### src/rtl/stopwatch_pkg.sv
package stopwatch_pkg;
  localparam int DIGIT_W = 4;
  localparam int LAST_DIGIT = 9;
  localparam int SEG_W = 7;
  localparam int NUM_BTN = 2;
  localparam int BTN_START = 0;
  localparam int BTN_LAP = 1;

  typedef logic [DIGIT_W-1:0] digit_t;
  typedef logic [SEG_W-1:0] seg_t;
endpackage

### src/rtl/sw_debounce.sv
module sw_debounce #(
  parameter int DEBOUNCE_LEN = 8
) (
  input  logic clk,
  input  logic rst_n,
  input  logic raw,
  output logic press
);
  logic [DEBOUNCE_LEN-1:0] hist_q;
  logic [DEBOUNCE_LEN-1:0] hist_nxt;
  logic level_q;

  assign hist_nxt = {hist_q[DEBOUNCE_LEN-2:0], raw};

  always_ff @(posedge clk or negedge rst_n) begin
    if (!rst_n) begin
      hist_q  <= '0;
      level_q <= 1'b0;
      press   <= 1'b0;
    end else begin
      hist_q <= hist_nxt;
      press  <= 1'b0;
      if ((&hist_nxt) && !level_q) begin
        level_q <= 1'b1;
        press   <= 1'b1;
      end else if (!(|hist_nxt) && level_q) begin
        level_q <= 1'b0;
      end
    end
  end
endmodule

### src/rtl/sw_prescaler.sv
module sw_prescaler #(
  parameter int TICKS_PER_SEC = 10_000_000
) (
  input  logic clk,
  input  logic rst_n,
  input  logic clear,
  input  logic run,
  output logic tick
);
  localparam int CNT_W = (TICKS_PER_SEC > 1) ? $clog2(TICKS_PER_SEC) : 1;
  localparam logic [CNT_W-1:0] CNT_LAST = CNT_W'(TICKS_PER_SEC - 1);

  logic [CNT_W-1:0] cnt_q;

  assign tick = run && (cnt_q == CNT_LAST);

  always_ff @(posedge clk or negedge rst_n) begin
    if (!rst_n) begin
      cnt_q <= '0;
    end else if (clear) begin
      cnt_q <= '0;
    end else if (run) begin
      cnt_q <= (cnt_q == CNT_LAST) ? '0 : cnt_q + 1'b1;
    end
  end
endmodule

### src/rtl/sw_seg_decode.sv
module sw_seg_decode
  import stopwatch_pkg::*;
(
  input  digit_t digit,
  output seg_t   segs
);
  always_comb begin
    unique case (digit)
      4'd0: segs = 7'h3F;
      4'd1: segs = 7'h06;
      4'd2: segs = 7'h5B;
      4'd3: segs = 7'h4F;
      4'd4: segs = 7'h66;
      4'd5: segs = 7'h6D;
      4'd6: segs = 7'h7D;
      4'd7: segs = 7'h07;
      4'd8: segs = 7'h7F;
      4'd9: segs = 7'h6F;
      default: segs = 7'h00;
    endcase
  end
endmodule

### src/rtl/stopwatch_core.sv
module stopwatch_core
  import stopwatch_pkg::*;
#(
  parameter int TICKS_PER_SEC = 10_000_000,
  parameter int DEBOUNCE_LEN  = 8
) (
  input  logic       clk,
  input  logic       rst_n,
  input  logic       btn_start_raw,
  input  logic       btn_lap_raw,
  input  logic       cmd_start,
  input  logic       cmd_lap,
  input  logic       cmd_clear,
  input  logic [3:0] alarm_target,
  output logic [7:0] seg_out,
  output logic [3:0] lap_digit,
  output logic       alarm_evt
);
  logic [NUM_BTN-1:0] btn_raw;
  logic [NUM_BTN-1:0] btn_press;
  logic   start_req;
  logic   lap_req;
  logic   tick;
  logic   run_q;
  digit_t digit_q;
  logic   match;
  logic   match_q;
  seg_t   segs;

  assign btn_raw[BTN_START] = btn_start_raw;
  assign btn_raw[BTN_LAP]   = btn_lap_raw;

  for (genvar b = 0; b < NUM_BTN; b++) begin : g_btn
    sw_debounce #(.DEBOUNCE_LEN(DEBOUNCE_LEN)) u_deb (
      .clk   (clk),
      .rst_n (rst_n),
      .raw   (btn_raw[b]),
      .press (btn_press[b])
    );
  end

  assign start_req = btn_press[BTN_START] | cmd_start;
  assign lap_req   = btn_press[BTN_LAP]   | cmd_lap;

  sw_prescaler #(.TICKS_PER_SEC(TICKS_PER_SEC)) u_pre (
    .clk   (clk),
    .rst_n (rst_n),
    .clear (cmd_clear),
    .run   (run_q),
    .tick  (tick)
  );

  always_ff @(posedge clk or negedge rst_n) begin
    if (!rst_n) begin
      run_q     <= 1'b0;
      digit_q   <= '0;
      lap_digit <= '0;
    end else if (cmd_clear) begin
      run_q     <= 1'b0;
      digit_q   <= '0;
      lap_digit <= '0;
    end else begin
      run_q <= run_q ^ start_req;
      if (lap_req) lap_digit <= digit_q;
      if (tick) digit_q <= (digit_q == DIGIT_W'(LAST_DIGIT)) ? '0 : digit_q + 1'b1;
    end
  end

  assign match = (digit_q == alarm_target);

  always_ff @(posedge clk or negedge rst_n) begin
    if (!rst_n) match_q <= 1'b1;
    else        match_q <= match;
  end

  assign alarm_evt = match && !match_q;

  sw_seg_decode u_dec (
    .digit (digit_q),
    .segs  (segs)
  );

  assign seg_out = {match, segs};
endmodule

### config.mk
export PLATFORM = sky130hd
export DESIGN_NAME = stopwatch_core
export DESIGN_NICKNAME = d
export VERILOG_FILES = /design/src/rtl/stopwatch_pkg.sv /design/src/rtl/sw_debounce.sv /design/src/rtl/sw_prescaler.sv /design/src/rtl/sw_seg_decode.sv /design/src/rtl/stopwatch_core.sv
export SDC_FILE = /design/constraint.sdc
export NUM_CORES = 1
export LEC_CHECK = 0
export BUFFER_PORTS_ARGS = -buffer_cell sky130_fd_sc_hd__buf_2
export CAP_MARGIN = 40
export CORE_ASPECT_RATIO = 0.5
export CORE_MARGIN = 3
export CORE_UTILIZATION = 50
export CTS_CLUSTER_SIZE = 14
export DETAILED_ROUTE_END_ITERATION = 7
export PLACE_DENSITY_LB_ADDON = 0.3
export SLEW_MARGIN = 25
export SYNTH_ARGS = -nofsm -noshare
export SYNTH_HDL_FRONTEND = slang
export SYNTH_SLANG_ARGS = --single-unit
### constraint.sdc
create_clock -name clk -period 1.9 [get_ports clk]
set_input_delay 0.19 -clock clk [delete_from_list [all_inputs] [get_ports clk]]
set_output_delay 0.19 -clock clk [all_outputs]
set_load 0.02 [all_outputs]
==> key figures, run 1 <==
Outcome
  • Status: complete, no violations

Yosys
  • Mapped Area: 2630 um^2
  • Synth area leaders: dfrtp_1, a21oi_1, xor2_1
  • Cell count after synthesis: 259
  • Seq cells post-synth: 52
  • Top-area cell type share of the netlist area: 48.6%
  • Mapped Nets: 279
  • Yosys Warn Count: 0
  • Sequential share of the synthesized area: 49.6%
  • Number of distinct library cells after synthesis: 43
  • Synthesized area per cell: 10.1 um^2
  • Post-synth top area cell: dfrtp_1

Routing
  • Post-DR vias/cell: 5.78
  • Wire per inst: 14.2 um
  • Initial drt markers: 159
  • Final WL: 5180 um
  • Drt drc: 0
  • Vias: 2109
  • Pre-antenna DRT Iters: 4
  • Final ANT Viol Nets: 0

Flow run
  • Max-Cap Viols: 0

Critical path
  • Critical path's top delay family: simple AND/OR/NAND/NOR gates
  • Highest-delay cell along the critical path: or4_1
  • Worst path bufs/invs: 0
  • Reg-to-reg startpoint: u_pre.cnt_q[13]
  • CP arrival: 2.04 ns
  • CP Capture Type: flop
  • Worst-path cell chain: nor4_4 -> nand4_4 -> or4_1 -> a21oi_1
  • Req. time, crit path: 2.13 ns
  • Setup CP Type: reg2reg
  • Setup crit start: u_pre.cnt_q[13]
  • Critical Path Start Type: flop
  • Crit-path max cell delay: 0.55 ns
  • Crit-path max FO: 10

Global routing
  • GRT Util Overall: 18.2%
  • Number of global-route vias before repair: 2051
  • Largest net degree at the start of global routing: 53
  • Antenna violations before repair: 0
  • Total gr overflow: 0
  • First-pass GRT wire length: 9160 um

Floorplanning
  • Die width: 108 um
  • Ports: 24
  • Site Rows: 17
  • Starting Density: 55.6%
  • Die Ht: 57.2 um
  • Die area: 6210 um^2
  • Core area: 4720 um^2

Clocking
  • CTS tree: yes
  • # clock sinks: 52
  • Clk_lat worst skew: 0.31 ns
  • Num CTS Buffers: 5
  • Htree depth: 2
  • Clk slew on worst S/H paths: 0.10 ns
  • Clock Tree Root: clkbuf_8
  • Clock buffer depth: 2

Finish
  • Commonest cells after routing, fill and taps aside: dfrtp_1, a21oi_1, buf_2
  • Layout cells sized above 1: 21.1%
  • Synthesis-to-layout area growth: 17.3%
  • Fin nets: 318
  • N_diodes: 0
  • Fin util: 65.3%
  • Commonest non-fill, non-tap cell in the layout: dfrtp_1

STA
  • Measured slew at the worst slew-check pin: 0.375 ns
  • F_max: 554 MHz
  • Slew margin rel.: 74.6%
  • Hold Slack: 0.184 ns
  • Final Slew Violations: 0
  • Final min period: 1.80 ns
  • Final worst-path cycle share: 94.9%
  • Final setup violation count: 0
  • Clock Skew: 0.00902 ns
  • Final hold vios: 0
  • Setup TNS: 0 ns

Place
  • IO buf count: 23
  • Hpwl dp: 3570 um
  • Routability cong.: 0.850

Hold path
  • Hold Path Class: in2reg
  • Hold Path Origin: cmd_clear

Power and ir drop
  • VDD IR max: 363 uV
  • P_leak: 1.35 nW
  • Pwr dens: 664 nW/um^2
-- report_power, final --
part | internal [mW] | switching [mW] | leakage (nW)
sequential | 1.13 | 0.0203 | 0.679
combinational | 0.0384 | 0.0594 | 0.611
clock | 0.407 | 0.388 | 0.0607
total | 1.58 | 0.468 | 1.35
-- area by class of cell --
cell class | instances | area (um^2)
Fill cell | 366 | 1640
Sequential cell | 52 | 1310
Multi-Input combinational cell | 186 | 1240
Timing Repair Buffer | 45 | 303
Tap cell | 66 | 82.6
Clock buffer | 5 | 68.8
Clock inverter | 3 | 50.0
Inverter | 8 | 30.0
-- logic make-up after synthesis --
kind of cell | after synthesis | synth area share (%)
buf+inv | 21 | 3.86
fa+ha+maj | 9 | 4.29
compound gates | 59 | 13.3
simple gates | 103 | 24.0
xor+xnor | 15 | 5.00
flops | 52 | 49.6
-- final timing paths --
kind | to | slack (ns) | cells after the start
max in group asynchronous | match_q | 1.22 | 3
worst min-delay path | digit_q[2] | 0.18 | 2
worst min register to register | g_btn[1].u_deb.hist_q[5] | 0.41 | 0
worst max register to register | digit_q[1] | 0.1 | 4
min in group asynchronous | g_btn[0].u_deb.hist_q[3] | 0.39 | 3
worst max-delay path | digit_q[1] | 0.1 | 4
-- routing by layer --
metal / vias up / share of wire (%) / GRT usage (%)
met5: - / 0 / 0
met4: 0 / 0.85 / 4.14
met3: 8 / 5.4 / 4.63
met2: 64 / 45 / 29.1
met1: 1009 / 48 / 25.1
li1: 1028 / - / -
-- what timing repair did --
action,in CTS,in global routing
endpoints found under the setup margin,3,8
pin swaps,0,1
resized for setup,3,7
endpoints found under the hold margin,51,2
hold buffers,1,2
buffers inserted,0,6
-- Yosys cell counts (all sizes together) --
| master | instances |
|---|---|
| a31oi | 1 |
| nand2 | 16 |
| nor4b | 2 |
| o22ai | 1 |
| a21o | 2 |
| inv | 8 |
| clkbuf | 5 |
| nand3 | 17 |
| nor2 | 18 |
| nor3 | 1 |
| buf | 8 |
| and4bb | 1 |
| or4 | 8 |
| o31ai | 6 |
| xnor2 | 2 |
| and3 | 3 |
| nand4b | 1 |
| a21oi | 24 |
| nor2b | 2 |
| dfstp | 1 |
| o21ai | 19 |
| or3 | 6 |
| o211a | 1 |
| and2 | 3 |
| o2111a | 1 |
| and4 | 7 |
| o32ai | 1 |
| a2111o | 1 |
| dfrtp | 51 |
| xor2 | 13 |
| ha | 9 |
| a22o | 1 |
| nand4 | 11 |
| nor4 | 7 |
| a21boi | 1 |
-- flip-flops by register name, summed over array words and instances (netlist names) --
name,cells
digit_q,4
g_btn.u_deb.hist_q,14
g_btn.u_deb.level_q,2
g_btn.u_deb.press,2
lap_digit,4
match_q,1
run_q,1
u_pre.cnt_q,24
-- through the flow --
step	cell area [um^2]	cells	total power [mW]	worst slack (ns)
after floorplan	2630	259	1.21	0.217
after detailed placement	2860	348	1.27	0.0190
after global placement	2860	348	1.26	0.118
final	3080	365	2.05	0.0960
after global routing	3080	365	2.14	-0.000227
after CTS	3010	357	2.06	0.0406
Note: power is estimated with default switching activity, not from simulation.
==> inputs of run 2 (changes only) <==
ABC_AREA = 1   (was default)
==> run 2 against run 1 <==
Power rose by 22%; largest power group unchanged; synthesized cell count grew 36%; worst setup slack worse by 0.037 ns; hold slack worse by 0.16 ns; cell count grew 24%; sequential power rose by 4%; clock-buffer cell count unchanged; maximum frequency down 2.0%; sequential share of layout area fell by 1.9 points; wire length is 20% higher; critical path type is now reg2out; combinational power rose to 3.8 times the previous value; clock skew decreased by 0.0052 ns.
==> key figures, run 2 <==
Critical path
  • Critical Path Start Type: flop (unchanged)
  • Crit-path max cell delay: 0.46 ns (was 0.55 ns)
  • Req. time, crit path: 1.71 ns (was 2.13 ns)
  • Reg2Reg Setup Slack: 0.15 ns (was 0.1 ns)
  • Reg-to-reg startpoint: u_pre.cnt_q[0] (was u_pre.cnt_q[13])
  • CP Capture Type: primary output (was flop)
  • Worst-path cell chain: ha_1 -> or2_2 -> o21ai_0 -> nand2_1 -> nand2_1 -> buf_2 (was nor4_4 -> nand4_4 -> or4_1 -> a21oi_1)
  • FF-to-FF End: u_pre.cnt_q[14] (was digit_q[1])
  • Cell mode on critical path: nand2_1
  • Worst reg2reg path depth: 8 (was 4)
  • CP arrival: 1.65 ns (was 2.04 ns)
  • Crit-path max FO: 6 (was 10)
  • Highest-delay cell along the critical path: dfrtp_2 (was or4_1)
  • Setup CP Type: reg2out (was reg2reg)
  • Setup crit start: digit_q[0] (was u_pre.cnt_q[13])
  • CP endpoint: seg_out[6] (was digit_q[1])

STA
  • Final hold vios: 0 (unchanged)
  • Clock Skew: 0.00381 ns (was 0.00902 ns)
  • Final min period: 1.84 ns (was 1.80 ns)
  • Setup TNS: 0 ns (unchanged)
  • Slew margin rel.: 64.3% (was 74.6%)
  • Measured slew at the worst slew-check pin: 0.534 ns (was 0.375 ns)
  • F_max: 543 MHz (was 554 MHz)
  • Final setup violation count: 0 (unchanged)
  • Final Slew Violations: 0 (unchanged)
  • Final worst-path cycle share: 96.9% (was 94.9%)
  • Hold Slack: 0.0291 ns (was 0.184 ns)
  • Unrepaired setup endpoints after global routing: false

Yosys
  • Ys flop type: dfrtp_1 (unchanged)
  • Yosys Warn Count: 0 (unchanged)
  • Seq cells post-synth: 52 (unchanged)
  • Count leader, synth: nand2_1 (was dfrtp_1)
  • Synth cell count leaders: nand2_1, nor2_1, dfrtp_1 (was dfrtp_1, a21oi_1, nor2_1)
  • Asr flop ratio synth: 100% (unchanged)
  • Cell count after synthesis: 353 (was 259)
  • Synthesized area per cell: 8.02 um^2 (was 10.1 um^2)
  • Post-synth top area cell: dfrtp_1 (unchanged)
  • Number of distinct library cells after synthesis: 28 (was 43)
  • Post-synth EDFFs: 0 (unchanged)
  • Mapped Area: 2830 um^2 (was 2630 um^2)
  • Sequential share of the synthesized area: 46.0% (was 49.6%)
  • Top-area cell type share of the netlist area: 45.1% (was 48.6%)
  • Synth area leaders: dfrtp_1, nand2_1, nor2_1 (was dfrtp_1, a21oi_1, xor2_1)
  • Mapped Nets: 373 (was 279)

Floorplanning
  • Core area: 5180 um^2 (was 4720 um^2)
  • Die Ht: 59.2 um (was 57.2 um)
  • Ports: 24 (unchanged)
  • Site Rows: 18 (was 17)
  • Starting Density: 54.7% (was 55.6%)
  • Die area: 6660 um^2 (was 6210 um^2)
  • Die width: 112 um (was 108 um)

Power and ir drop
  • Sw Pwr: 713 uW (was 468 uW)
  • Final Power: 2.50 mW (was 2.05 mW)
  • Clk pwr share: 37.2% (was 38.9%)
  • P_int: 1.79 mW (was 1.58 mW)
  • VDD IR max: 526 uV (was 363 uV)
  • Power share of the sequential group: 47.9% (was 56.4%)
  • P_leak: 1.42 nW (was 1.35 nW)
  • Sw frac: 28.5% (was 22.9%)
  • Pwr dens: 776 nW/um^2 (was 664 nW/um^2)
  • Comb pwr share: 14.9% (was 4.8%)

Routing
  • Drt drc: 0 (unchanged)
  • Initial drt markers: 159 (unchanged)
  • Post-DR vias/cell: 5.45 (was 5.78)
  • Vias: 2473 (was 2109)
  • Wire per inst: 13.6 um (was 14.2 um)
  • Final ANT Viol Nets: 0 (unchanged)
  • Pre-antenna DRT Iters: 4 (unchanged)
  • Final WL: 6190 um (was 5180 um)

Flow run
  • Max-Cap Viols: 0 (unchanged)

Place
  • Routability cong.: 0.944 (was 0.850)
  • IO buf count: 23 (unchanged)
  • Dpl cells: 440 (was 348)
  • Cell Area, Placed: 2990 um^2 (was 2860 um^2)
  • Hpwl dp: 4410 um (was 3570 um)

Clocking
  • Clock buffer depth: 2 (unchanged)
  • # clock sinks: 52 (unchanged)
  • CTS tree: yes (unchanged)
  • Htree depth: 2 (unchanged)
  • Num CTS Buffers: 5 (unchanged)
  • Clk slew on worst S/H paths: 0.07 ns (was 0.10 ns)
  • Clock Tree Root: clkbuf_16 (was clkbuf_8)
  • Clk_lat worst skew: 0.29 ns (was 0.31 ns)

Global routing
  • Total gr overflow: 0 (unchanged)
  • Largest net degree at the start of global routing: 53 (unchanged)
  • GRT Util Overall: 19.6% (was 18.2%)
  • Number of global-route vias before repair: 2268 (was 2051)
  • Antenna violations before repair: 0 (unchanged)
  • First-pass GRT wire length: 10400 um (was 9160 um)

Finish
  • Max reg flops: 24 (unchanged)
  • Largest regs: u_pre.cnt_q: 24 flops, g_btn.u_deb.hist_q: 14 flops (unchanged)
  • Reg with most FFs: u_pre.cnt_q (unchanged)
  • Fin nets: 403 (was 318)
  • Commonest non-fill, non-tap cell in the layout: nand2_1 (was dfrtp_1)
  • Non-filler cells, final: 454 (was 365)
  • Final Cell Area: 3220 um^2 (was 3080 um^2)
  • Commonest cells after routing, fill and taps aside: nand2_1, nor2_1, dfrtp_1 (was dfrtp_1, a21oi_1, buf_2)
  • N_diodes: 0 (unchanged)
  • Synthesis-to-layout area growth: 13.8% (was 17.3%)
  • Layout cells sized above 1: 17.4% (was 21.1%)

Outcome
  • Status: complete, no violations (unchanged)

Hold path
  • Hold Path Class: in2reg (unchanged)
==> run 2: stage by stage <==
stage	utilization, %	setup WS, ns
after global placement	57.8	0.181
after floorplan	-	0.244
final	62.2	0.0591
after CTS	61.0	0.0307
after global routing	62.2	0.00628
after detailed placement	57.8	0.0840
==> run 2: cell families after synthesis <==
| family | Yosys count | synth area share (%) |
|---|---|---|
| buffers and inverters | 41 | 6.67 |
| adder cells (fa/ha/maj) | 9 | 3.98 |
| XOR/XNOR | 11 | 3.40 |
| flip-flops | 52 | 46.0 |
| AND/OR/NAND/NOR | 210 | 33.2 |
| AO/OA/AOI/OAI | 30 | 6.76 |
==> run 2: cell type report <==
type                       count  area [um^2]
clock buffer                   5          125
clock inverter                 3         27.5
fill                         451         1960
inverter                      34          133
multi-input combinational    260         1350
sequential                    52         1310
tap                           70         87.6
timing repair buffer          30          198
==> run 2: worst min path at each step <==
stage	startpoint	to	slack, ns	depth (start not counted)
floorplan	rst_n	digit_q[0]	-0.11	0
global placement	rst_n	g_btn[1].u_deb.hist_q[2]	0.20	2
detailed placement	rst_n	g_btn[1].u_deb.hist_q[1]	0.20	2
CTS	btn_lap_raw	g_btn[1].u_deb.hist_q[0]	0.03	1
global route	btn_lap_raw	g_btn[1].u_deb.hist_q[0]	0.02	1
finish	btn_lap_raw	g_btn[1].u_deb.hist_q[0]	0.03	1
==> run 2: metal layers <==
metal,GRT usage [%],wire [um]
met5,0,0
met1,26.9,2930
met4,5.48,46
met3,4.79,440
met2,31.6,2770
==> run 2: power groups by stage <==
stage | sequential (mW) | clock (mW) | combinational (mW)
3_3_place_gp | 1.21 | 0 | 0.327
5_1_grt | 1.20 | 0.998 | 0.414
3_5_place_dp | 1.22 | 0 | 0.334
2_1_floorplan | 1.20 | 0 | 0.232
6_report | 1.20 | 0.931 | 0.372
4_1_cts | 1.20 | 0.939 | 0.340
==> run 2: critical path, delay by kind of cell (launching register included) <==
kind,cells,cell delay (ns)
AO/OA/AOI/OAI,1,0.08
adder cells (fa/ha/maj),1,0.22
buffers and inverters,1,0.16
AND/OR/NAND/NOR,3,0.43
flip-flops,1,0.46
==> run 2: timing repair <==
action,4_1_cts,5_1_grt
hold buffers,1,0
buffers inserted,0,5
pin swaps,0,1
setup endpoints to repair,4,20
hold endpoints to repair,51,0
resized for setup,4,6
